File: config.mk
export PLATFORM = sky130hd
export DESIGN_NAME = seq_code_lock
export DESIGN_NICKNAME = d
export VERILOG_FILES = /design/src/rtl/seq_code_lock.sv
export SDC_FILE = /design/constraint.sdc
export NUM_CORES = 1
export LEC_CHECK = 0
export BUFFER_PORTS_ARGS = -buffer_cell sky130_fd_sc_hd__buf_2
export CORE_AREA = 4 4 41 43
export CTS_CLUSTER_SIZE = 20
export DETAILED_ROUTE_END_ITERATION = 7
export DIE_AREA = 0 0 45 47
export PLACE_DENSITY = 0.35
export SLEW_MARGIN = 20
export SYNTH_ARGS = -nofsm -noshare
export SYNTH_HDL_FRONTEND = slang
export SYNTH_SLANG_ARGS = --single-unit
File: constraint.sdc
create_clock -name clk -period 2.42 [get_ports clk]
set_input_delay 0.121 -clock clk [delete_from_list [all_inputs] [get_ports clk]]
set_output_delay 0.121 -clock clk [all_outputs]
set_load 0.05 [all_outputs]
File: src/rtl/seq_code_lock.sv
module seq_code_lock #(
  parameter int DW     = 4,
  parameter int DIGIT0 = 3,
  parameter int DIGIT1 = 4,
  parameter int DIGIT2 = 2
) (
  input  logic          clk,
  input  logic          rst,
  input  logic          strobe,
  input  logic [DW-1:0] digit,
  output logic          unlocked,
  output logic [2:0]    sel
);

  localparam logic [3:0] ST_D0   = 4'b0001;
  localparam logic [3:0] ST_D1   = 4'b0010;
  localparam logic [3:0] ST_D2   = 4'b0100;
  localparam logic [3:0] ST_OPEN = 4'b1000;
  localparam logic [3:0] ST_ERR  = 4'b0000;
  localparam logic [DW-1:0] K0 = DW'(DIGIT0);
  localparam logic [DW-1:0] K1 = DW'(DIGIT1);
  localparam logic [DW-1:0] K2 = DW'(DIGIT2);

  logic [3:0]    st, st_nx;
  logic [DW-1:0] want;
  logic          match;

  assign want  = ({DW{st[0]}} & K0) | ({DW{st[1]}} & K1) | ({DW{st[2]}} & K2);
  assign match = (want == digit);

  always_comb begin
    case (st)
      ST_D0, ST_D1, ST_D2: st_nx = strobe ? (match ? {st[2:0], 1'b0} : ST_ERR) : st;
      ST_OPEN:             st_nx = ST_OPEN;
      default:             st_nx = ST_ERR;
    endcase
  end

  always_ff @(posedge clk) begin
    if (rst) st <= ST_D0;
    else     st <= st_nx;
  end

  assign sel      = st[2:0];
  assign unlocked = st[3];


  reset_chk: assert property (@(posedge clk) rst |=> (sel == 3'b001 && !unlocked));

  legal_chk: assert property (@(posedge clk) disable iff (rst) $onehot0({unlocked, sel}));

  advance_chk: assert property (@(posedge clk) disable iff (rst)
    (strobe && sel != 3'b000 && match) |=> ({unlocked, sel} == {$past(sel), 1'b0}));

  hold_chk: assert property (@(posedge clk) disable iff (rst)
    (!strobe && sel != 3'b000) |=> $stable({unlocked, sel}));

  mismatch_chk: assert property (@(posedge clk) disable iff (rst)
    (strobe && sel != 3'b000 && !match) |=> ({unlocked, sel} == 4'b0000));

  open_chk: assert property (@(posedge clk) disable iff (rst) unlocked |=> (unlocked && sel == 3'b000));

  err_chk: assert property (@(posedge clk) disable iff (rst)
    (!unlocked && sel == 3'b000) |=> (!unlocked && sel == 3'b000));

endmodule

==> flow_summary.toml <==
[finish]
largest_reg_flops = 4
top_regs = "st x4"
layout.cells.non_filler = 57
drive_above_1_share = 0.310
syn2layout_area_growth_pct = 32.8
top_register = "st"
antenna_cells = 0
fin_util = 0.249
finalNetCount = 51

[global_routing]
grt_overflow = 0
grt_pass1_wl_um = 1050
grt_use_total = 0.0727
grt_pass1_vias = 252
antenna_found_initial = 0
grt_max_degree = 9

[flow_run]
drv_cap = 0

[timing]
grt_setup_unrepaired = "no"
worstMarginPinSlew_ns = 0.296
max_freq_mhz = 703
slew_viol_final = 0
hold_viol = 0
clock_skew_ns = 0.00112
slew_headroom = 0.802
setup_viol = 0
min_period_over_period = 0.587
tns_ns = 0
fin_crit_ns = 1.42
fin_ws_ns = 0.998

[synthesis]
syn-cell-area_um2 = 244
synth_top_area_cell = "dfxtp_1"
ys_top_cells_by_area = "dfxtp_1, xor2_1, nor2_1"
synth_flop_cell = "dfxtp_1"
syn_inst = 30
syn-num-nets = 37
synth-edff-count = 0
ys_warn_count = 0
async_flop_share = 0
ys_ff_latch = 4
yosysMostFrequentCell = "nor2_1"
synth_top_area_frac = 0.328
avgSynthCellArea_um2 = 8.13
synth_commonest_cells = "nor2_1, dfxtp_1, nand2_1, xor2_1"
ys_types = 17
seq_area_frac_synth = 0.328

[placement]
place_ws_ns = 0.970
finalWeightedCongestion = 0.725
dpl.hpwl_um = 480
dp.cells = 54
port_buffers = 10

[routing]
wl_um = 612
vias = 268
viasPerCell = 4.70
final_antenna_net_count = 0
drt_iter0_drc = 10
routedWlPerCell_um = 10.7
drc = 0
drt-pass1-iter-count = 4

[floorplanning]
core.rowCount = 13
die-area_um2 = 2120
die_w_um = 45
fp.dieH_um = 47
ios = 11
core_um2 = 1300
start_util = 0.188

[critical_path]
r2r_cells = 4
crit_start = "st[1]"
cp.depth = 4
crit_type = "reg -> reg"
timing.rr.end = "st[1]"
cp.required_ns = 2.53
end_kind = "register"
worstPathArrival_ns = 1.53
crit_chain = "xor2_1 -> nor3_1 -> nand4_1 -> a2111oi_1"
critPathLaunchType = "register"
crit_family = "flip-flops"
cp_slowest_cell = "dfxtp_1"
r2r_setup_slack_ns = 1.0
r2r-start = "st[1]"
cp.buffers_inverters = 0
path_max_fanout = 8
endpoint = "st[1]"
cp_slowest_stage_delay_ns = 0.46

[clocking]
ctsHoldBuffers = 0
cts_resized = 0
path_clk_slew_ns = 0.03
post_cts.repair.setup_buffers = 0
cts_buffers = 3
clock-sinks = 4
cts_max_level = 1
cts_root_buf = "clkbuf_4"
cts_tree = "yes"
clock_latency_ns = 0.23
clockBufferDepth = 2

[power]
ir_drop_mv = 0.142
power_mw = 0.174
p_leak_nw = 0.135
power_density_nw_per_um2 = 538

[outcome]
status = "finished clean"

[hold_path]
worstHoldPathType = "in -> reg"
==> cells in the final DEF, fill, tap and decap left out, drive strengths merged <==
cell and n:
clkbuf 3, nand4 1, a21oi 1, o2111ai 1, nor2b 1, a2111oi 1
buf 10, a221oi 1, xor2 3, nor2 5, nand2 3, nand4b 1
inv 2, nor3 1, or2 1, dfxtp 4, a31o 1, o31ai 2
==> final cells by class <==
class,count,area [um2]
Timing Repair Buffer,10,50.0
Inverter,2,7.51
Clock buffer,3,22.5
Multi-Input combinational cell,23,145
Tap cell,15,18.8
Sequential cell,4,80.1
Fill cell,158,977
==> through the flow <==
step	hold slack, ns	instance area (um2)
2_1_floorplan	0.198	244
3_3_place_gp	0.364	302
3_5_place_dp	0.361	302
4_1_cts	0.117	324
5_1_grt	0.126	324
6_report	0.128	324
==> worst min-delay path by stage <==
stage | slack, ns | to | start | cells after the start
4_1_cts | 0.12 | st[1] | rst | 2
5_1_grt | 0.13 | st[1] | rst | 2
3_3_place_gp | 0.36 | st[1] | rst | 2
3_5_place_dp | 0.36 | st[1] | rst | 2
6_report | 0.13 | st[1] | rst | 2
2_1_floorplan | 0.20 | st[1] | rst | 1
==> power by group <==
group	leakage, nW	total (mW)	switching (mW)	internal, mW
clock	0.0138	0.0785	0.0233	0.0552
sequential	0.0326	0.0709	0.00311	0.0678
combinational	0.0886	0.0249	0.0151	0.00972
total	0.135	0.174	0.0416	0.133
==> worst reg2reg max path, cell delays in order (launching register included) <==
cell and delay (ns):
dfxtp_1 0.46, xor2_1 0.11, nor3_1 0.24, nand4_1 0.12, a2111oi_1 0.38
==> cell families (layout without fill, tap and decap cells) <==
| family | Yosys count | in the layout | share of synthesized area |
|---|---|---|---|
| simple gates | 13 | 13 | 0.256 |
| buf+inv | 3 | 15 | 0.0769 |
| xor+xnor | 3 | 3 | 0.108 |
| flops | 4 | 4 | 0.328 |
| compound gates | 7 | 7 | 0.231 |
==> per-layer routing <==
metal	routed length, um	global-route usage	vias to the layer above
li1	-	-	135
met1	243	0.0795	120
met2	292	0.0989	13
met3	76	0.0383	0
met4	0	0.0702	0
met5	0	0	-
Note: power is estimated with default switching activity, not from simulation.
